===== src/rtl/addr_watch_unit.sv =====
module addr_watch_unit #(
  parameter int W = 16
) (
  input  logic         clk,
  input  logic         rst_n,
  input  logic [1:0]   reg_idx,
  input  logic         reg_wen,
  input  logic [W-1:0] reg_wdata,
  output logic [W-1:0] reg_rdata,
  input  logic         fetch_vld,
  input  logic [W-1:0] fetch_addr,
  input  logic [W-1:0] dmem_addr,
  input  logic         dmem_rd,
  input  logic         dmem_wr,
  output logic         halt_req,
  output logic         brk_pending
);
  localparam int CW = 5;
  localparam int SW = 6;
  localparam logic [1:0] IX_CTL = 2'd0, IX_STS = 2'd1, IX_A0 = 2'd2, IX_A1 = 2'd3;

  logic [CW-1:0] ctl_q;
  logic [SW-1:0] sts_q;
  logic [W-1:0]  a0_q, a1_q;

  wire rd_ok   = ctl_q[0];
  wire wr_ok   = ctl_q[1];
  wire brk_en  = ctl_q[2];
  wire fch_en  = ctl_q[3];
  wire win_mod = ctl_q[4];

  wire f_rd = fetch_vld & fch_en & rd_ok;
  wire d_rd = dmem_rd & rd_ok;
  wire d_wr = dmem_wr & wr_ok;

  wire f_m0 = fetch_addr == a0_q;
  wire f_m1 = fetch_addr == a1_q;
  wire d_m0 = dmem_addr == a0_q;
  wire d_m1 = dmem_addr == a1_q;
  wire f_in = (fetch_addr >= a0_q) && (fetch_addr <= a1_q);
  wire d_in = (dmem_addr >= a0_q) && (dmem_addr <= a1_q);

  logic [SW-1:0] hit;
  always_comb begin
    hit = '0;
    if (!win_mod) begin
      hit[0] = (f_rd & f_m0) | (d_rd & d_m0);
      hit[1] = d_wr & d_m0;
      hit[2] = (f_rd & f_m1) | (d_rd & d_m1);
      hit[3] = d_wr & d_m1;
    end else begin
      hit[4] = (f_rd & f_in) | (d_rd & d_in);
      hit[5] = d_wr & d_in;
    end
    if (!brk_en) hit = '0;
  end

  wire           sts_wr = reg_wen && reg_idx == IX_STS;
  wire [SW-1:0]  clr    = sts_wr ? reg_wdata[SW-1:0] : '0;

  always_ff @(posedge clk or negedge rst_n) begin
    if (!rst_n) begin
      ctl_q <= '0;
      sts_q <= '0;
      a0_q  <= '0;
      a1_q  <= '0;
    end else begin
      sts_q <= (sts_q & ~clr) | hit;
      if (reg_wen && reg_idx == IX_CTL) ctl_q <= reg_wdata[CW-1:0];
      if (reg_wen && reg_idx == IX_A0)  a0_q  <= reg_wdata;
      if (reg_wen && reg_idx == IX_A1)  a1_q  <= reg_wdata;
    end
  end

  always_comb begin
    unique case (reg_idx)
      IX_CTL:  reg_rdata = {{(W-CW){1'b0}}, ctl_q};
      IX_STS:  reg_rdata = {{(W-SW){1'b0}}, sts_q};
      IX_A0:   reg_rdata = a0_q;
      default: reg_rdata = a1_q;
    endcase
  end

  assign halt_req    = |hit;
  assign brk_pending = |sts_q;

  p_halt_records_r8: assert property (@(posedge clk) disable iff (!rst_n)
    halt_req |=> brk_pending);
  p_mode_none_r5: assert property (@(posedge clk) disable iff (!rst_n)
    (ctl_q[1:0] == 2'b00) |-> !halt_req);
  p_inverted_window_r7: assert property (@(posedge clk) disable iff (!rst_n)
    (ctl_q[4] && a0_q > a1_q) |-> !halt_req);
  p_sticky_r9: assert property (@(posedge clk) disable iff (!rst_n)
    (brk_pending && !(reg_wen && reg_idx == IX_STS)) |=> brk_pending);
  p_clear_all_r9: assert property (@(posedge clk) disable iff (!rst_n)
    (reg_wen && reg_idx == IX_STS && reg_wdata[SW-1:0] == '1 && !halt_req) |=> !brk_pending);
  p_disabled_quiet_r8: assert property (@(posedge clk) disable iff (!rst_n)
    !ctl_q[2] |-> !halt_req);
endmodule


===== config.mk =====
export PLATFORM = sky130hd
export DESIGN_NAME = addr_watch_unit
export DESIGN_NICKNAME = d
export VERILOG_FILES = /design/src/rtl/addr_watch_unit.sv
export SDC_FILE = /design/constraint.sdc
export NUM_CORES = 1
export LEC_CHECK = 0
export ABC_AREA = 1
export BUFFER_PORTS_ARGS = -buffer_cell sky130_fd_sc_hd__buf_4
export CAP_MARGIN = 10
export CORE_MARGIN = 5
export CORE_UTILIZATION = 40
export DETAILED_ROUTE_END_ITERATION = 10
export MAX_ROUTING_LAYER = met4
export PLACE_DENSITY_LB_ADDON = 0.05
export SETUP_SLACK_MARGIN = 0.4
export SLEW_MARGIN = 20
export SYNTH_ARGS = -nofsm -noshare
export SYNTH_HDL_FRONTEND = slang
export SYNTH_SLANG_ARGS = --single-unit

===== constraint.sdc =====
create_clock -name clk -period 2.4 [get_ports clk]
set_input_delay 0.36 -clock clk [delete_from_list [all_inputs] [get_ports clk]]
set_output_delay 0.36 -clock clk [all_outputs]
set_load 0.005 [all_outputs]

==> results.txt <==
The run finished, with violations left. The final reports fail on setup timing. Once placement completed, the tool counted placed cells totaling 674. The logs give 11000 sq um for the die outline area and 8600 microns for the total half-perimeter wirelength after legalization and detailed placement. The path class of the tightest hold or removal check is input port to async pin. Minimum clock period after layout: 2.44 ns. The tools report the global placer's final weighted congestion as 0.916. Core outline area: 8760 sq um. Compared with the post-synthesis result, the final layout area differs by 34.6%. The worst register-to-register path ends at sts_q[5]$_DFF_PN0_.

Across the routed clock network, the largest skew measured is 0.00802 ns. Summed over all cells, the static leakage comes to 2.54 nW. The run gives 0 as the number of antenna violations at the first check in global routing.

The worst path uses 102% of the clock period. The logs give 0 for the number of antenna repair diodes and 2 for the number of buffers between clock root and the deepest sink. After synthesis the cells add up to 3620 sq um. In the post-synthesis netlist, the biggest area contributors are dfrtp_1 30%, ha_1 22%, nand2_1 15%. In the layout the commonest cells are 133 x nand2_1, 90 x buf_4, 53 x inv_1, 46 x ha_1, 43 x dfrtp_1. Once detail routing completed, the nets flagged for antenna violations numbered 0.

The worst supply voltage drop on vdd is 0.420 mV. The tools report the routed wire length as 10800 microns. In this run the worst setup path begins at a0_q[4]$_DFFE_PN0P_.

For the pin with the worst max-slew slack, the measured transition is 0.590 ns. The number of endpoints failing setup at the final stage was 1; the number of max-cap violations was 0. Internal power comes to 1.77 mW. The share of total power consumed by net switching came out at 36.2%. The initialized floorplan defines 34 standard-cell rows. For the number of H-tree branching levels, the log shows 2. The initial utilization of the core area, before any placement, comes to 41.3%. Leaving out filler cells and counting taps, the final layout contains 698. The buffers plus inverters on the worst setup path is 4. Family with the most delay on the worst path: simple AND/OR/NAND/NOR gates. In this run, synthesis produced a sequential element count of 43. The die is 105 microns wide. The logs give 2.78 mW for the overall power consumption and 0.29 ns for the clock latency on the worst-skew pair. Clock tree root buffer cell: clkbuf_8. The critical path runs through a total of 13 cells. Longest individual stage delay on the worst path: 0.35 ns. Following the worst setup path forward leads to its endpoint at halt_req.

Registers are responsible for 32.9% of the overall power. The post-layout worst setup margin was -0.0432 ns. The tools report the sum of overflow across all layers after global routing as 0. Synthesis instantiated 26 different standard cells from the library. The length of the first detailed-routing pass in iterations was 5. The clock drives 43 sinks. The first global-routing pass estimated 17700 microns of wire. For this run, the number of Yosys warnings is 0. The critical path endpoint category is an output pin.

Derived from the worst setup path, the maximum achievable clock frequency is 409 MHz. The first routing iteration left 127 violations. For the total negative setup slack, the log shows -0.0432 ns. The largest total area in the synthesized netlist belongs to dfrtp_1.

The run gives 23.9% as the power share of the clock group. The final net count is 709. Cells with a size suffix above 1 make up 31.7% of the layout. TritonCTS built the clock tree. Highest-delay cell along the critical path: dfrtp_1. Setup repair after global routing could not meet its margin everywhere. After clock tree synthesis, the flow added hold-fix buffers numbering 0.

The die extent in y is 105 microns, and the number of global-route vias before repair is 3558. Summed over all nets, the switching power comes to 1.01 mW. In the synthesized netlist, the number of instances is 498. The sequential share of the synthesized area was 29.7%; the average vias per placed instance was 5.05. After clock tree synthesis, the clock-pin slew on the worst setup and hold paths is 0.08 ns. The post-synthesis average cell area is 7.27 sq um.

The share of synthesized area in the top cell type comes to 29.7%. The number of cells on the worst reg-to-reg path is 12. Dividing total power by cell area gives a power density of 571 nW/um^2.

Entering global routing, the biggest net connects 44 pins. The most frequent standard cell in the layout excluding fill and tap cells was nand2_1. The most numerous cell type found on the critical path is nand2_1. After detailed routing, the number of remaining DRC violations is 0.

Global routing used 20.2% of the available tracks across all layers. The routed wire length per instance came out at 15.4 microns. The number of nets in the synthesized netlist is 618. The category of the most critical setup path was flip-flop to output pin.

Along the worst path, the maximum fanout reaches 3. The run gives 5 as the total clock buffers created by CTS. The tools report the part of the total power dissipated in combinational logic as 43.2%.

The total of buffers placed on input and output ports was 73. The worst pin sits at a relative slew slack of 60.6%. The endpoint required time on the critical path is 2.04 ns, and the count of pins on the block boundary is 74. At the worst endpoint, the arrival time is 2.08 ns. The routed layout has 3522 vias. Walking the worst path, the cells encountered are inv_1 -> ha_1 -> nand2_1 -> nor2_2 -> inv_2 -> nor2_4 -> a21oi_2 -> nand2_1 -> nand4_1 -> nand2_1 -> inv_1 -> nand2_2 -> buf_6. The tools report the fill cell total of the finished layout as 860.

The tools report the register-to-register setup slack as 0.52 ns. The worst register-to-register path begins at a0_q[4]$_DFFE_PN0P_. The final-report hold violation count was 0; the count of final max-slew check failures was 0. The worst setup path is launched from a flip-flop.
state kept, by name, indices dropped and copies added (netlist names):
name and flops:
a1_q 16, ctl_q 5, sts_q 6, a0_q 16
routing by layer:
| metal | vias to the layer above | GRT usage, % | share of wire (%) |
|---|---|---|---|
| li1 | 1795 | - | - |
| met1 | 1611 | 30.1 | 51 |
| met2 | 96 | 28.9 | 43 |
| met3 | 20 | 2.22 | 4.0 |
| met4 | 0 | 5.75 | 2.1 |
| met5 | - | - | 0 |
logic make-up after synthesis:
kind of cell,synth area share (%)
simple gates,24.0
buf+inv,9.61
flops,29.7
fa+ha+maj,22.1
compound gates,14.5
synthesized netlist by cell type:
library cell / number
a21o_1: 1
a21oi_1: 24
a21oi_2: 1
a221oi_1: 2
buf_1: 1
buf_2: 2
clkbuf_1: 5
dfrtp_1: 43
ha_1: 64
inv_1: 81
inv_2: 3
nand2_1: 142
nand2_2: 5
nand3_1: 13
nand3_2: 2
nand4_1: 5
nor2_1: 22
nor2_2: 7
nor2_4: 5
nor3_1: 1
o21a_1: 1
o21ai_0: 30
o21ai_1: 23
o21bai_1: 2
o221ai_1: 1
o22ai_1: 12
worst register-to-register path: stages, from the launching register on:
cell,delay [ns]
dfrtp_1,0.35
inv_1,0.10
ha_1,0.29
nand2_1,0.06
nor2_2,0.15
inv_2,0.06
nor2_4,0.16
a21oi_2,0.07
nand2_1,0.11
nand4_1,0.14
buf_4,0.17
buf_4,0.12
nand2_1,0.04
power groups by stage:
stage          sequential [mW]  clock (mW)  combinational (mW)
2_1_floorplan            0.893           0               0.635
3_3_place_gp             0.910           0               0.978
3_5_place_dp             0.915           0                1.00
4_1_cts                  0.910       0.682                1.12
5_1_grt                  0.928       0.709                1.38
6_report                 0.916       0.665                1.20
final cells by class:
cell class	instances	area, sq um	area share [%]
clock buffers	5	68.8	1.41
clock inverters	3	67.6	1.39
inverters	84	318	6.52
multi-input cells	363	2500	51.3
flip-flops and latches	43	1080	22.1
well taps	108	135	2.77
repair buffers	92	707	14.5
how the worst min path moves through the flow:
stage	to	slack, ns	cells after the start
floorplan	a0_q[0]$_DFFE_PN0P_	0.06	0
global placement	a0_q[8]$_DFFE_PN0P_	0.39	1
detailed placement	a0_q[11]$_DFFE_PN0P_	0.39	1
CTS	a0_q[6]$_DFFE_PN0P_	0.06	1
global route	a0_q[8]$_DFFE_PN0P_	0.09	1
finish	a0_q[8]$_DFFE_PN0P_	0.05	1
what timing repair did:
item / CTS / global route
setup endpoints to repair: 1 / 2
resized for setup: 48 / 22
pin swaps: 20 / 16
gates cloned: 0 / 0
setup buffers: 7 / 9
per-stage QoR:
stage	hold WS [ns]	area, sq um	worst slack, ns	util, %
2_1_floorplan	0.0644	3620	0.590	-
3_3_place_gp	0.391	4300	0.198	49.1
3_5_place_dp	0.386	4300	0.193	49.1
4_1_cts	0.0616	4710	-0.00778	53.7
5_1_grt	0.0890	4870	-0.169	55.6
6_report	0.0453	4870	-0.0432	55.6
(Power assumes the default switching activity.)
